`config.mk`:
```
export PLATFORM = sky130hd
export DESIGN_NAME = memctl_evt_counters
export DESIGN_NICKNAME = d
export VERILOG_FILES = /design/src/rtl/memctl_cnt_pkg.sv /design/src/rtl/memctl_evt_sel.sv /design/src/rtl/memctl_cnt_reg.sv /design/src/rtl/memctl_evt_counters.sv
export SDC_FILE = /design/constraint.sdc
export NUM_CORES = 1
export LEC_CHECK = 0
export ABC_AREA = 1
export CORE_MARGIN = 2
export CORE_UTILIZATION = 44
export DETAILED_ROUTE_END_ITERATION = 8
export PLACE_DENSITY = 0.66
export SLEW_MARGIN = 0
export SYNTH_ARGS = -nofsm -noshare
export SYNTH_HDL_FRONTEND = slang
export SYNTH_HIERARCHICAL = 1
export SYNTH_SLANG_ARGS = --single-unit
```
`constraint.sdc`:
```
create_clock -name clk -period 4 [get_ports clk]
set_input_delay 0.8 -clock clk [delete_from_list [all_inputs] [get_ports clk]]
set_output_delay 0.8 -clock clk [all_outputs]
set_load 0.005 [all_outputs]
```
`src/rtl/memctl_cnt_pkg.sv`:
```
package memctl_cnt_pkg;

  // Event codes that use the shared transaction-ID filter
  localparam logic [7:0] CODE_RD_FLT = 8'h41;
  localparam logic [7:0] CODE_WR_FLT = 8'h42;
  localparam logic [7:0] CODE_NONE   = 8'hFF;

  // Width of a single increment: largest beat is 2^7 = 128 bytes
  localparam int unsigned BEAT_W = 8;

  typedef struct packed {
    logic       bytes;  // add beat bytes instead of one
    logic [7:0] code;   // event select
  } cnt_cfg_t;

  // Masked compare: mask bit 1 means the bit is compared
  function automatic logic id_pass(input logic [31:0] id,
                                   input logic [31:0] match,
                                   input logic [31:0] mask);
    return (id & mask) == (match & mask);
  endfunction

  // Bytes carried by one beat of the given size code
  function automatic logic [BEAT_W-1:0] beat_bytes(input logic [2:0] size);
    return BEAT_W'(1) << size;
  endfunction

endpackage

```
`src/rtl/memctl_evt_sel.sv`:
```
module memctl_evt_sel
  import memctl_cnt_pkg::*;
#(
  parameter int unsigned EVT_W = 16,
  parameter int unsigned ID_W  = 16
) (
  input  cnt_cfg_t          cfg,
  input  logic [EVT_W-1:0]  evt,
  input  logic              txn_valid,
  input  logic              txn_wr,
  input  logic [ID_W-1:0]   txn_id,
  input  logic [2:0]        txn_size,
  input  logic [ID_W-1:0]   flt_id,
  input  logic [ID_W-1:0]   flt_mask,
  output logic [BEAT_W-1:0] inc
);
  localparam int unsigned SEL_W = (EVT_W > 1) ? $clog2(EVT_W) : 1;

  logic is_strobe, dir_hit, flt_hit;

  assign is_strobe = cfg.code < 8'(EVT_W);
  assign dir_hit   = (cfg.code == CODE_RD_FLT && !txn_wr) ||
                     (cfg.code == CODE_WR_FLT &&  txn_wr);
  assign flt_hit   = txn_valid && dir_hit &&
                     id_pass(32'(txn_id), 32'(flt_id), 32'(flt_mask));

  always_comb begin
    inc = '0;
    if (is_strobe) begin
      inc = BEAT_W'(evt[cfg.code[SEL_W-1:0]]);
    end else if (flt_hit) begin
      inc = cfg.bytes ? beat_bytes(txn_size) : BEAT_W'(1);
    end
  end

endmodule

```
`src/rtl/memctl_cnt_reg.sv`:
```
module memctl_cnt_reg
  import memctl_cnt_pkg::*;
#(
  parameter int unsigned CNT_W = 32
) (
  input  logic              clk,
  input  logic              rst_n,
  input  logic              en,
  input  logic [BEAT_W-1:0] inc,
  output logic [CNT_W-1:0]  value
);
  always_ff @(posedge clk or negedge rst_n) begin
    if (!rst_n) begin
      value <= '0;
    end else if (en) begin
      value <= value + CNT_W'(inc);  // wraps modulo 2^CNT_W
    end
  end
endmodule

```
`src/rtl/memctl_evt_counters.sv`:
```
module memctl_evt_counters
  import memctl_cnt_pkg::*;
#(
  parameter int unsigned NUM_CNT = 4,
  parameter int unsigned CNT_W   = 32,
  parameter int unsigned EVT_W   = 16,
  parameter int unsigned ID_W    = 16,
  parameter int unsigned REG_W   = 32,
  parameter int unsigned ADDR_W  = 4
) (
  input  logic                     clk,
  input  logic                     rst_n,
  input  logic [EVT_W-1:0]         evt_i,
  input  logic                     txn_valid_i,
  input  logic                     txn_wr_i,
  input  logic [ID_W-1:0]          txn_id_i,
  input  logic [2:0]               txn_size_i,
  input  logic                     reg_wr_i,
  input  logic [ADDR_W-1:0]        reg_addr_i,
  input  logic [REG_W-1:0]         reg_wdata_i,
  output logic [NUM_CNT*CNT_W-1:0] cnt_o,
  output logic                     irq_o
);
  localparam int unsigned ADDR_CTRL = 0;
  localparam int unsigned ADDR_FLT  = NUM_CNT;
  localparam int unsigned CFG_W     = $bits(cnt_cfg_t);

  logic            run_q, lock_q;
  cnt_cfg_t        cfg_q [1:NUM_CNT-1];
  logic [ID_W-1:0] flt_id_q, flt_mask_q;

  // Named internal events used by the checker
  logic ctrl_wr, flt_wr, count_en, wrap0;
  logic [CNT_W-1:0]  cnt_val [NUM_CNT];
  logic [BEAT_W-1:0] inc_amt [NUM_CNT];

  assign ctrl_wr  = reg_wr_i && (reg_addr_i == ADDR_W'(ADDR_CTRL));
  assign flt_wr   = reg_wr_i && (reg_addr_i == ADDR_W'(ADDR_FLT));
  assign count_en = run_q && !lock_q;
  assign wrap0    = count_en && (cnt_val[0] == {CNT_W{1'b1}});

  always_ff @(posedge clk or negedge rst_n) begin
    if (!rst_n) begin
      run_q      <= 1'b0;
      lock_q     <= 1'b0;
      flt_id_q   <= '0;
      flt_mask_q <= '0;
      for (int k = 1; k < NUM_CNT; k++) cfg_q[k] <= '{bytes: 1'b0, code: CODE_NONE};
    end else begin
      if (ctrl_wr) run_q <= reg_wdata_i[0];
      // a new expiry outranks a clear in the same cycle
      lock_q <= wrap0 || (lock_q && !ctrl_wr);
      if (flt_wr) begin
        flt_id_q   <= reg_wdata_i[ID_W-1:0];
        flt_mask_q <= reg_wdata_i[2*ID_W-1:ID_W];
      end
      for (int k = 1; k < NUM_CNT; k++) begin
        if (reg_wr_i && reg_addr_i == ADDR_W'(k)) cfg_q[k] <= cnt_cfg_t'(reg_wdata_i[CFG_W-1:0]);
      end
    end
  end

  for (genvar i = 0; i < NUM_CNT; i++) begin : g_cnt
    if (i == 0) begin : g_time
      assign inc_amt[i] = BEAT_W'(1);
    end else begin : g_evt
      memctl_evt_sel #(.EVT_W(EVT_W), .ID_W(ID_W)) u_sel (
        .cfg      (cfg_q[i]),
        .evt      (evt_i),
        .txn_valid(txn_valid_i),
        .txn_wr   (txn_wr_i),
        .txn_id   (txn_id_i),
        .txn_size (txn_size_i),
        .flt_id   (flt_id_q),
        .flt_mask (flt_mask_q),
        .inc      (inc_amt[i])
      );
    end
    memctl_cnt_reg #(.CNT_W(CNT_W)) u_cnt (
      .clk  (clk),
      .rst_n(rst_n),
      .en   (count_en),
      .inc  (inc_amt[i]),
      .value(cnt_val[i])
    );
    assign cnt_o[i*CNT_W +: CNT_W] = cnt_val[i];
  end

  assign irq_o = lock_q;

endmodule

```
# After elaboration in Yosys (flattened, before gate mapping)

Index checks and enable logic that the tools add are counted.
W data, S select, Z words.

Logic and storage cells: 82
Flip-flop bits (word level): 189
Output and inout port bits: 129

$lt $le $gt $ge: 6
Add/subtract/negate cells: 4
Multiplexer cells: 15
Bitwise logic cells: 2
Reductions and logical operators: 28
Eq/ne operators: 12
Shift operators: 1

Operator list:

| cell                    | number |
|---|---|
| $add A32 B8 Y32         | 3 |
| $mux W8                 | 9 |
| $eq A8 B7 Y1 const B    | 6 |
| $add A32 B1 Y32 const B | 1 |
| $and A16 B16 Y16        | 2 |
| $eq A32 B32 Y1          | 1 |
| $eq A32 B32 Y1 const B  | 1 |
| $lt A8 B5 Y1 const B    | 3 |
| $logic_and A1 B1 Y1     | 20 |
| $lt A4 B5 Y1 const B    | 3 |
| $bmux W1 S4             | 3 |
| $eq A4 B2 Y1 const B    | 2 |
| $shl A1 B3 Y8 const A   | 1 |
| $eq A4 B1 Y1 const B    | 1 |
| $eq A4 B3 Y1 const B    | 1 |
| $logic_not A4 Y1        | 1 |
| $logic_or A1 B1 Y1      | 4 |
| $logic_not A1 Y1        | 3 |
| $mux W1                 | 3 |

# Logic depth before layout (Yosys ltp)

Gate-level depths: netlist of run 1.

Word-level depth: 8
Mapped depth: 21

# Cells and area by module

The synthesis of run 1 kept the hierarchy.

Modules (own cells, without submodules):

| module                              | area each (um^2) | times used | cells an instance |
|---|---|---|---|
| memctl_cnt_reg (g_cnt[0].u_cnt ...) | 2284.7           | 3          | 334 |
| memctl_evt_counters                 | 2513.7           | 1          | 270 |
| memctl_cnt_reg (g_cnt[1].u_cnt)     | 2244.7           | 1          | 335 |
| memctl_evt_sel                      | 706.9            | 3          | 158 |

# Worst setup path after synthesis of run 1

No wires, ideal clock.

Path kind: in2reg
Start: input txn_id_i[3]
End: register g_cnt[1].u_cnt.value[7]
Data required time: 3.882 ns
Setup slack: 1.357 ns
Arrival time: 2.525 ns
Stages: 16
Cells stage by stage: or2_1 nand3_1 nand2_1 inv_1 nand2_2 nor2_4 nand3_2 nor2_1 ha_1 nand2_1 inv_1 a21oi_1 nand2_1 or2_2 nand3_1 nand2_1

RTL lines:

| what                 | RTL line                  | source |
|---|---|---|
| from (decl)          | memctl_evt_counters.sv:16 | `input logic [ID_W-1:0] txn_id_i,` |
| to (signal assigned) | memctl_cnt_reg.sv:16      | `value <= value + CNT_W'(inc);` |
| to (decl)            | memctl_cnt_reg.sv:10      | `output logic [CNT_W-1:0] value` |

==> results_dict.tcl, run 1 <==
set metrics [dict create \
    cts_tree "done" \
    fin_util 0.548 \
    final_nets 2403 \
    cts.clk_slew.worst_paths_ps 70 \
    grt_max_degree 72 \
    clock_skew_ps 11.4 \
    routed_wl_um 36900 \
    via_per_inst 4.87 \
    rrSetupSlack_ps 940 \
    cts_sinks 189 \
    slowest_delay_ps 560 \
    first_pass_iters 5 \
    die_y_um 181 \
    mostFrequentLayoutCell "nand2_1" \
    ys_seq_elements 189 \
    grt_pass1_wl_um 62600 \
    synth-simple-area-share 0.427 \
    slowest_stage "clkdlybuf4s50_1" \
    endpoint "g_cnt[3].u_cnt/value[28]" \
    rows 64 \
    ys_warn_count 6 \
    cts_resized 0 \
    critPathBufInv 1 \
    grt_overflow_total 0 \
    cp_num_cells 18 \
    timing.rr.end "g_cnt[1].u_cnt/value[16]" \
    drt_iter0_markers 613 \
    max-cap-violations 0 \
    cts_made_buffers 17 \
    syn_to_final_growth_pct 22.3 \
    hold_ws_ps 370 \
    route.antenna.remaining_nets 0 \
    die_x_um 181 \
    setup_tns_ps 0 \
    cp-end-kind "flip-flop" \
    io_pins 205 \
    hpwl_um 28800 \
    synth_top_family_by_area "simple AND/OR/NAND/NOR gates" \
    synth-compound-area-share 0.0466 \
    maxSlewViolCount 0 \
    grt_antenna_before_repair 1 \
    synth-xor-area-share 0.0274 \
    crit_start "txn_id_i[4]" \
    synth_adder_area_share 0.0350 \
    ys_types 42 \
    arrival_ps 3530 \
    reg2reg_depth 18 \
    slew_headroom 0.468 \
    vias 13100 \
    path_cells "clkdlybuf4s50_1 > nand2_1 > nand3_1 > nand2_1 > nor2_1 > nand2_1 > nor2_4 > nand3b_1 > nand2_1 > ha_1 > fa_1 > nand3_1 > nand3_1 > nand2_1 > nand2_1 > nand3_1 > o21ai_1 > nand2_1" \
    start_util 0.448 \
    synth_mux_area_frac 0 \
    n_fill_cell 2988 \
    p_per_area_mw_per_mm2 391 \
    status "finished, final reports clean" \
    port_buffers 204 \
    syn_inst 2081 \
    hold_buffers 0 \
    root_buffer "clkbuf_16" \
    fmax_mhz 312 \
    grt_pass1_vias 13100 \
    setup_violations 0 \
    min_period_over_period 0.800 \
    critical_path.top_delay_family "simple AND/OR/NAND/NOR gates" \
    cts_max_level 4 \
    finalCriticalPeriod_ps 3200 \
    drc 0 \
    tightest_slew_ps 797 \
    clk_path_buf_depth 2 \
    rsz0062_at_grt "no" \
    drive_above_1_share 0.0903 \
    die-area_mm2 0.0326 \
    routedWlPerCell_um 13.7 \
    p_leak_nw 8.86 \
    r2r-start "cfg_q[18]" \
    gp_congestion 0.899 \
    yosysSeqAreaShare 0.347 \
    grtUsageTotal 0.234 \
    critPathMostFrequentCell "nand2_1" \
    path_max_fanout 6 \
    holdCritPathClass "primary input to asynchronous set/reset pin" \
    cp-start-kind "primary input" \
    crit_required_ps 4330 \
    critPathKind "primary input to flip-flop" \
    synth_area_per_cell_um2 6.60 \
    synthesis.area_mm2 0.0137 \
    ir_worst_vdd_mv 0.291 \
    postCtsSetupRepairBufs 0 \
    mostFrequentLayoutCells "nand2_1, inv_1, clkdlybuf4s50_1, nand3_1, dfrtp_1" \
    clk_latency_ps 440 \
    core-area_mm2 0.0307 \
    finalHoldViolCount 0 \
]
[power breakdown]
part / internal (W) / switching [W] / leakage (nW) / total (W)
clock: 0.00101 / 0.000790 / 0.298 / 0.00180
combinational: 0.000960 / 0.00119 / 6.42 / 0.00215
sequential: 0.00225 / 0.000383 / 2.14 / 0.00263
[worst min path at each step]
stage	end	slack, ps	cells after the start
6_report	g_cnt[3].u_cnt/value[1]	370	1
5_1_grt	g_cnt[3].u_cnt/value[1]	420	1
4_1_cts	g_cnt[3].u_cnt/value[1]	390	1
3_5_place_dp	cfg_q[16]	480	2
3_3_place_gp	cfg_q[13]	470	2
2_1_floorplan	run_q	450	2
[cell usage after synthesis (all sizes together)]
master    n  area [um^2]
o21ai    98          513
ha       32          400
nand4    25          184
a21oi    21          105
xnor2    19          166
conb      2         7.51
and3      3         18.8
nor3     33          262
nor4      7         43.8
dfstp    24          631
nand3   184         1010
inv     374         1420
buf      17          156
nor2    151          697
xor2     24          210
nand2   848         3330
and2      4         28.8
or2      18          113
clkbuf    8         30.0
o21a      3         22.5
nand3b   17          178
dfrtp   165         4130
fa        4         80.1
[flip-flops by register name, summed over array words and instances (netlist names)]
register / cells
cfg_q: 27
flt_id_q: 16
flt_mask_q: 16
g_cnt.u_cnt/value: 128
irq_o: 1
run_q: 1
[layer usage]
layer | up-vias | GRT usage | wire length (um)
li1 | 6795 | - | -
met1 | 5984 | 0.289 | 16400
met2 | 300 | 0.404 | 17600
met3 | 69 | 0.0382 | 1630
met4 | 0 | 0.0984 | 1270
met5 | - | 0 | 0
[final cells by class]
| class | count | area, um^2 | share of cell area |
|---|---|---|---|
| multi-input cells | 1500 | 7400 | 0.441 |
| clock buffers | 19 | 443 | 0.0264 |
| diodes | 1 | 2.50 | 0.000149 |
| flip-flops and latches | 189 | 4760 | 0.283 |
| inverters | 374 | 1420 | 0.0845 |
| clock inverters | 13 | 165 | 0.00983 |
| repair buffers | 209 | 2110 | 0.126 |
| well taps | 396 | 495 | 0.0295 |
[cell families after synthesis]
logic type,count (synthesis)
other,2
AND/OR/NAND/NOR,1290
AO/OA/AOI/OAI,122
flip-flops,189
buffers and inverters,399
XOR/XNOR,43
adder cells (fa/ha/maj),36
[per-stage QoR]
step | instance area [um^2] | setup slack [ps] | total power, W | instances
final | 16800 | 800 | 0.00657 | 2701
after global routing | 16800 | 453 | 0.00706 | 2701
after CTS | 16800 | 854 | 0.00663 | 2700
after detailed placement | 16200 | 419 | 0.00480 | 2668
after global placement | 16200 | 454 | 0.00474 | 2668
after floorplan | 13800 | 1360 | 0.00390 | 2088
(Power assumes the default switching activity.)
==> run 2: changes to the inputs <==
Settings changed: PLACE_DENSITY 0.66 to 0.69.
Clock period 4 ns to 2.62 ns, I/O delays scaled along.
==> results_dict.tcl, run 2 (synthesis results as in run 1) <==
set metrics [dict create \
    status "finished with violations" \
    violations "setup timing" \
    top_register "g_cnt.u_cnt/value" \
    cts_tree "done" \
    crit_start "cfg_q[18]" \
    reg_top3 "g_cnt.u_cnt/value: 128 flops, cfg_q: 27 flops" \
    multi_input_area_mm2 0.00883 \
    root_buffer "clkbuf_16" \
    drt_iter0_markers 696 \
    io_pins 205 \
    p_seq_frac 0.373 \
    p_comb_frac 0.386 \
    critPathKind "flip-flop to flip-flop" \
    core-area_mm2 0.0307 \
    route.antenna.remaining_nets 0 \
    hpwl_um 28700 \
    min_period_over_period 1.04 \
    grt_overflow_total 0 \
    drive_above_1_share 0.228 \
    die_x_um 181 \
    largest_reg_flops 128 \
    finalCriticalPeriod_ps 2730 \
    cts_max_level 4 \
    stdcell_area_mm2 0.0189 \
    mostFrequentLayoutCell "nand2_1" \
    tightest_slew_ps 811 \
    max-cap-violations 0 \
    arrival_ps 3050 \
    cp-end-kind "flip-flop" \
    p_per_area_mw_per_mm2 577 \
    slew_headroom 0.458 \
    cts_made_buffers 17 \
    final_nets 2486 \
    p_sw_frac 0.375 \
    routedWlPerCell_um 14.4 \
    grt_antenna_before_repair 1 \
    syn_to_final_growth_pct 37.5 \
    p_total_w 0.0109 \
    cts.clk_slew.worst_paths_ps 70 \
    hold_ws_ps 71.1 \
    gp_congestion 0.912 \
    holdCritPathClass "primary input to asynchronous set/reset pin" \
    grtUsageTotal 0.233 \
    via_per_inst 4.94 \
    cts_sinks 189 \
    r2r-start "cfg_q[18]" \
    setup_slack_ps -108 \
    register_area_mm2 0.00477 \
    p_clk_frac 0.241 \
    clk_path_buf_depth 2 \
    mostFrequentLayoutCells "nand2_1, inv_1, clkdlybuf4s50_1, dfrtp_1, nand3_1" \
    grt_pass1_wl_um 62700 \
    port_buffers 204 \
    drc 0 \
    clk_latency_ps 440 \
    grt_max_degree 65 \
    grt_pass1_vias 13100 \
    setup_violations 32 \
    vias 13700 \
    cp-start-kind "flip-flop" \
    p_leak_nw 9.69 \
    clock_skew_ps 12.1 \
    die-area_mm2 0.0326 \
    dpl_cell_area_mm2 0.0167 \
    rows 64 \
    maxSlewViolCount 0 \
    finalHoldViolCount 0 \
    switchingPower_w 0.00409 \
    n_fill_cell 2685 \
    path_max_fanout 6 \
    ir_worst_vdd_mv 0.497 \
    rsz0062_at_grt "yes" \
    fmax_mhz 367 \
    crit_required_ps 2940 \
    start_util 0.448 \
    internal_power_w 0.00681 \
    first_pass_iters 5 \
    hold_buffers 0 \
    routed_wl_um 40000 \
    die_y_um 181 \
]
run 2: cell count changes in the layout (fill, tap and decap cells not counted), sizes merged, moves of 3 or more:
cell	before	now
clkdlybuf4s50	203	183
dlygate4sd2	0	17
buf	5	88
clkinv	7	4
inv	376	379
dlymetal6s2s	0	3
run 2: worst paths after layout:
| path | to | slack, ps | cells past startpoint |
|---|---|---|---|
| worst max-delay path | g_cnt[1].u_cnt/value[14] | -110 | 19 |
| worst min-delay path | g_cnt[3].u_cnt/value[0] | 70 | 1 |
| worst max register to register | g_cnt[1].u_cnt/value[14] | -110 | 19 |
| worst min register to register | cfg_q[13] | 480 | 2 |
| max in group asynchronous | cfg_q[9] | 1760 | 2 |
| min in group clk | cfg_q[13] | 480 | 2 |
run 2: area by class of cell:
type,instances,area share
clock buffers,19,0.0234
flip-flops and latches,189,0.252
clock inverters,13,0.00682
well taps,396,0.0262
repair buffers,292,0.148
diodes,1,0.000132
multi-input cells,1500,0.467
inverters,374,0.0754
run 2: stage by stage:
step | std cells | worst slack (ps) | TNS, ps | util
3_3_place_gp | 2732 | -602 | -42610 | 0.544
3_5_place_dp | 2732 | -723 | -49780 | 0.544
5_1_grt | 2784 | -267 | -11550 | 0.616
6_report | 2784 | -108 | -1380 | 0.616
2_1_floorplan | 2088 | 131 | 0 | -
4_1_cts | 2774 | -82.7 | -1260 | 0.576
run 2: power by group through the flow:
stage          Sequential (W)  Clock [W]  Combinational [W]
4_1_cts               0.00401    0.00269            0.00367
3_3_place_gp          0.00401          0            0.00340
6_report              0.00406    0.00262            0.00421
2_1_floorplan         0.00391          0            0.00205
3_5_place_dp          0.00403          0            0.00348
5_1_grt               0.00416    0.00278            0.00467
run 2: critical path, stage by stage, from the launching register on:
cell and delay, ps:
dfstp_2 590, buf_6 140, nand2_2 50, o21ai_2 100, nand2_1 70, inv_1 60
nand2_2 60, nor2_4 170, nand3_4 160, nor2_4 160, ha_4 180, nand2_2 90
inv_2 110, nand2_1 80, nor2_1 170, nand2_2 100, nand2_4 130, nand2_1 60
nand2_1 60, nand2_1 50
run 2: layer usage:
metal / part of all wire / routed length [um] / global-route usage
met4: 0.026 / 1050 / 0.0777
met3: 0.041 / 1630 / 0.0360
met1: 0.43 / 17100 / 0.285
met5: 0 / 0 / 0
met2: 0.50 / 20200 / 0.418
run 2: repair_timing:
item / 4_1_cts / 5_1_grt
setup endpoints to repair: 84 / 86
gates cloned: 1 / 0
buffers inserted: 9 / 9
gates resized for setup: 102 / 308
pin swaps: 37 / 121
